`config.mk`:
```
export PLATFORM = sky130hd
export DESIGN_NAME = edge_irq_ctrl
export DESIGN_NICKNAME = d
export VERILOG_FILES = /design/src/rtl/edge_irq_ctrl.sv
export SDC_FILE = /design/constraint.sdc
export NUM_CORES = 1
export LEC_CHECK = 0
export BUFFER_PORTS_ARGS = -buffer_cell sky130_fd_sc_hd__buf_2
export CORE_ASPECT_RATIO = 0.8
export CORE_UTILIZATION = 56
export CTS_BUF_LIST = sky130_fd_sc_hd__clkbuf_8 sky130_fd_sc_hd__clkbuf_16
export DETAILED_ROUTE_END_ITERATION = 7
export GPL_ROUTABILITY_DRIVEN = 1
export HOLD_SLACK_MARGIN = 0.08
export PLACE_DENSITY = 0.78
export SLEW_MARGIN = 25
export SYNTH_ARGS = -nofsm -noshare
export SYNTH_HDL_FRONTEND = slang
export SYNTH_SLANG_ARGS = --single-unit
```
`constraint.sdc`:
```
create_clock -name clk -period 2.7 [get_ports clk]
set_input_delay 0 -clock clk [delete_from_list [all_inputs] [get_ports clk]]
set_output_delay 0 -clock clk [all_outputs]
set_load 0.02 [all_outputs]
```
`src/rtl/edge_irq_ctrl.sv`:
```
module edge_irq_ctrl #(
  parameter int N = 8,
  localparam int IDW = $clog2(N)
) (
  input  logic           clk,
  input  logic           rst,
  input  logic [N-1:0]   irq_lines,
  input  logic           mask_wr,
  input  logic [N-1:0]   mask_wdata,
  input  logic           ack_strobe,
  input  logic           eoi,
  output logic           irq_out,
  output logic           vec_valid,
  output logic [IDW-1:0] vec_id,
  output logic           vec_spurious
);
  localparam logic [IDW-1:0] SPUR_ID = IDW'(N - 1);

  logic [N-1:0] sync1, sync2, prev, pend, isr, mask_q;
  logic [N-1:0] allow, cand, gnt, eoi_clr, drop;
  logic [IDW-1:0] gnt_id;

  wire [N-1:0] rise = sync2 & ~prev;

  always_comb begin
    logic seen;
    seen = 1'b0;
    for (int i = 0; i < N; i++) begin
      allow[i] = ~(seen | isr[i]);
      seen = seen | isr[i];
    end
  end

  assign cand = pend & ~mask_q & allow & sync2;
  assign drop = ack_strobe ? (pend & ~mask_q & allow & ~sync2) : '0;
  assign irq_out = |(pend & ~mask_q & allow);

  always_comb begin
    gnt = '0;
    gnt_id = SPUR_ID;
    eoi_clr = '0;
    for (int i = N - 1; i >= 0; i--) begin
      if (cand[i]) begin
        gnt = '0;
        gnt[i] = ack_strobe;
        gnt_id = IDW'(i);
      end
      if (isr[i]) begin
        eoi_clr = '0;
        eoi_clr[i] = eoi;
      end
    end
  end

  always_ff @(posedge clk) begin
    if (rst) begin
      sync1 <= '0;
      sync2 <= '0;
      prev <= '0;
      pend <= '0;
      isr <= '0;
      mask_q <= '0;
      vec_valid <= 1'b0;
      vec_id <= '0;
      vec_spurious <= 1'b0;
    end else begin
      sync1 <= irq_lines;
      sync2 <= sync1;
      prev <= sync2;
      pend <= (pend & ~gnt & ~drop) | rise;
      isr <= (isr & ~eoi_clr) | gnt;
      if (mask_wr) mask_q <= mask_wdata;
      vec_valid <= ack_strobe;
      if (ack_strobe) begin
        vec_id <= gnt_id;
        vec_spurious <= ~|cand;
      end
    end
  end

  AST_VALID_AFTER_ACK: assert property (@(posedge clk) disable iff (rst)
    ack_strobe |=> vec_valid);
  AST_VALID_ONLY_AFTER_ACK: assert property (@(posedge clk) disable iff (rst)
    vec_valid |-> $past(ack_strobe));
  AST_SPUR_ID: assert property (@(posedge clk) disable iff (rst)
    (vec_valid && vec_spurious) |-> vec_id == SPUR_ID);
  AST_SPUR_NO_ISR: assert property (@(posedge clk) disable iff (rst)
    (ack_strobe && !(|cand) && !eoi) |=> $stable(isr));
  AST_GRANT_IN_SERVICE: assert property (@(posedge clk) disable iff (rst)
    (vec_valid && !vec_spurious) |-> isr[vec_id]);
  AST_MASKED_SILENT: assert property (@(posedge clk) disable iff (rst)
    irq_out |-> |(pend & ~mask_q));
  AST_ISR_ONEHOT_GRANT: assert property (@(posedge clk) disable iff (rst)
    $onehot0(gnt));
  AST_RESET_CLEARS: assert property (@(posedge clk)
    $past(rst) |-> (isr == '0 && !vec_valid && !irq_out));
endmodule

```
* Word level (Yosys, flattened, before mapping)
Index checks and enable logic that the tools add are counted.
** Storage, ports and cells
- Register bits :: 53
- Bits of input ports :: 21
** Operators by class
- Bitwise logic cells :: 31
- Reductions and logical operators :: 3
- Multiplexer cells :: 24
** Operators with widths (count)
- $mux W8 :: 17
- $and A8 B8 Y8 :: 8
- $not A8 Y8 :: 6
- $mux W3 :: 6
- $or A8 B8 Y8 :: 2
- $reduce_or A8 Y1 :: 2
- $not A1 Y1 :: 8
- $or A1 B1 Y1 :: 7
- $logic_not A1 Y1 :: 1
- $mux W1 :: 1

* Logic depth before layout (Yosys ltp)
- Word-level depth :: 22
- Mapped depth :: 7
- Gate-level depth less buffers :: 5

* Worst setup path after synthesis
OpenSTA, ideal clock, no wires.
- Kind :: reg-to-reg
- Start :: register isr[0]
- End :: register pend[5]
- Arrival time :: 1.849 ns
- Clock period less this slack :: 1.965 ns
- Stages on the path, launching flop included :: 8
- Slack :: 0.735 ns
- Cells stage by stage :: dfxtp_1 buf_6 or3_1 buf_2 a2111oi_4 nand3_2 or3b_1 a41o_1
** Between the ends
- Word-level cells in the longest chain between the ends :: 20
** Ends and longest elaborated chain
- start, declared :: line 19 : logic [N-1:0] sync1, sync2, prev, pend, isr, mask_q;
- start signal, assigned :: line 71 : isr <= (isr & ~eoi_clr) | gnt;
- $or A1 B1 Y1 (5 in a row) :: line 29, 30
- $or A1 B1 Y1 :: line 29 : allow[i] = ~(seen | isr[i]);
- $not A1 Y1 :: line 29
- $and A8 B8 Y8 (*) :: line 34, 35
- $and A8 B8 Y8 :: line 34 : assign cand = pend & ~mask_q & allow & sync2;
- $mux W8 (7 in a row) :: line 43 : if (cand[i]) begin
- $not A8 Y8 :: line 70 : pend <= (pend & ~gnt & ~drop) | rise;
- $and A8 B8 Y8 :: line 70
- $and A8 B8 Y8 (*) :: line 70
- $or A8 B8 Y8 (*) :: line 70
- end signal, assigned :: line 70
- end, declared :: line 19
Mark *: on every way between the ends. The rest lies on a longest branch, timed or not.
A chain may end at the register's enable or synchronous reset.

* Worst setup path after layout
- Start :: register isr[0]
- End :: output irq_out
** Between the ends
- Word-level cells in the longest chain between the ends :: 10
** Ends and longest elaborated chain
- $or A1 B1 Y1 (6 in a row) :: line 29, 30
- $or A1 B1 Y1
- $not A1 Y1 :: line 29
- $and A8 B8 Y8 (*) :: line 36 : assign irq_out = |(pend & ~mask_q & allow);
- $reduce_or A8 Y1 (*) :: line 36
- end, declared :: line 12 : output logic irq_out,
Marks and branches as above.

==> results_dict.tcl <==
set metrics [dict create \
    vias 1643 \
    root_buffer "clkbuf_8" \
    synth.cell_area_um2 2080 \
    hold_viol 0 \
    start_util 0.595 \
    grtUsageMet1 0.302 \
    die_h_um 56.5 \
    post-synth-top-count-cell "dfxtp_1" \
    final.period_utilization 0.824 \
    antenna_found_initial 0 \
    ant_nets 0 \
    rows 19 \
    grt.busiest_layer "met2" \
    status "completed" \
    ys_seq_area_frac 0.510 \
    critPathArrivalTime_ns 2.22 \
    die_w_um 70.1 \
    rr_worst_depth 4 \
    maxCapViolCount 0 \
    maxSlewViolCount 0 \
    io_pins 27 \
    place_hpwl_um 2910 \
    async_reset_ff_frac 0 \
    track_usage 0.221 \
    slew_headroom 0.531 \
    synthCells 218 \
    whs_path_depth 2 \
    drcViolationCount 0 \
    initialDrtViolationCount 153 \
    hp-start "rst" \
    cp_cell_sequence "or3_1 -> nor3_1 -> nand2_1 -> nand3_1 -> buf_2" \
    drive_gt1_frac 0.156 \
    power_density_nw_per_um2 582 \
    core_area_um2 3490 \
    critPathSlowestCell "nor3_1" \
    first_pass_iters 4 \
    max_stage_delay_ns 0.58 \
    cts_sinks 53 \
    cts_resized 0 \
    numCtsBuffers 5 \
    synth_seq_cells 53 \
    reg2reg_from "isr[0]" \
    synth_top_area_cell "dfxtp_1" \
    fillerInstances 280 \
    cts_max_path_buffers 2 \
    fin_cells 304 \
    crit_fanout 10 \
    synth_edf_count 0 \
    synthTopCellsByArea "dfxtp_1, nor2b_1, mux2i_1" \
    peakVddDrop_mv 0.520 \
    clock_latency_ns 0.32 \
    synth_top_area_frac 0.510 \
    nets 282 \
    finalSetupViolations 0 \
    cellLeakagePower_nw 1.08 \
    rsz0062_at_grt "no" \
    cts-htree-levels 2 \
    min_path_type "primary input to flip-flop" \
    ys_top_cells_by_count "dfxtp_1, nor2b_1, nor2_1" \
    end_kind "primary output" \
    dp_slack_ns 0.607 \
    die-area_um2 3960 \
    synth_area_per_cell_um2 9.54 \
    drt-total-wl_um 4200 \
    tns_ns 0 \
    r2r-end "pend[7]" \
    grt_pass1_wl_um 6680 \
    critPathLaunchType "flip-flop" \
    cts_tree "yes" \
    grt_max_degree 30 \
    synthDistinctLibCells 45 \
    overflow 0 \
    cp_data_required_time_ns 2.70 \
    grtUsageMet2 0.330 \
    max_freq_mhz 449 \
    dp.cells 278 \
    reg2reg_slack_ns 0.57 \
    port_buffers 26 \
    synth_top_flop_cell "dfxtp_1" \
    syn_to_final_growth_pct 20.5 \
    finalCriticalPeriod_ns 2.22 \
    viasPerCell 5.40 \
    antennaDiodeCount 0 \
    totalPowerFinal_mw 1.46 \
    fin_ws_ns 0.475 \
    hold_end "prev[1]" \
    wire_per_inst_um 13.8 \
    grtUsageMet3 0.0485 \
    tightest_slew_ns 0.698 \
    synth_nets 239 \
    routabilityCongestion 0.887 \
    path_clk_slew_ns 0.10 \
    ys_warn_count 0 \
    crit_type "flip-flop to primary output" \
    grt_pass1_vias 1448 \
    fin_skew_ns 0.0134 \
]
## how the worst max path moves through the flow
stage	end	depth (start not counted)	startpoint	slack, ns
2_1_floorplan	pend[5]	7	isr[0]	0.74
3_3_place_gp	pend[7]	4	isr[0]	0.66
3_5_place_dp	pend[7]	4	isr[0]	0.61
4_1_cts	irq_out	5	isr[0]	0.48
5_1_grt	irq_out	5	isr[0]	0.33
6_report	irq_out	5	isr[0]	0.48
## sequential cells by signal, summed over array words and instances (netlist names)
| name | flops |
|---|---|
| vec_id | 3 |
| vec_spurious | 1 |
| isr | 8 |
| sync1 | 8 |
| sync2 | 8 |
| prev | 8 |
| vec_valid | 1 |
| pend | 8 |
| mask_q | 8 |
## metrics by stage
| step | cell area (µm²) | utilization | hold slack (ns) |
|---|---|---|---|
| after CTS | 2510 | 0.717 | 0.106 |
| after global routing | 2510 | 0.717 | 0.123 |
| after floorplan | 2080 | - | 0.0791 |
| after detailed placement | 2230 | 0.637 | 0.218 |
| final | 2510 | 0.717 | 0.107 |
| after global placement | 2230 | 0.637 | 0.208 |
## power by group
part	leakage [nW]	switching (mW)	internal, mW
Sequential	0.435	0.0202	0.814
Clock	0.0478	0.265	0.211
Combinational	0.597	0.0746	0.0742
## cell families after synthesis
| kind of cell | synth area share |
|---|---|
| compound gates | 0.143 |
| buf+inv | 0.0349 |
| flops | 0.510 |
| mux | 0.0433 |
| simple gates | 0.269 |
## worst max-delay path, delay by kind of cell (launching register included)
family,cells,cell delay [ns]
buf+inv,1,0.17
flops,1,0.39
simple gates,4,1.34
## timing repair
action	4_1_cts	5_1_grt
buffers inserted	0	0
hold endpoints to repair	19	0
endpoints found under the setup margin	0	0
hold buffers	18	0
## cells in the final DEF, fill, tap and decap left out, types with 7 or more instances in the layout
master / n
nand2_1: 10
nor2b_1: 29
a21oi_1: 13
mux2i_1: 9
nor2_1: 24
inv_1: 7
dlygate4sd3_1: 18
dfxtp_1: 53
buf_2: 26
## cell type report
cell class / count / area, µm² / share of cell area
inverter: 8 / 30.0 / 0.0120
sequential: 53 / 1060 / 0.423
clock inverter: 2 / 16.3 / 0.00649
timing repair buffer: 45 / 318 / 0.127
tap: 42 / 52.6 / 0.0210
multi-input combinational: 148 / 946 / 0.377
clock buffer: 6 / 82.6 / 0.0330
## layer usage
layer | vias to the layer above | part of all wire | wire length [µm]
li1 | 851 | - | -
met1 | 717 | 0.50 | 2100
met2 | 68 | 0.42 | 1760
met3 | 7 | 0.066 | 279
met4 | 0 | 0.014 | 59
met5 | - | 0 | 0
Power figures use the tool's default switching activity.
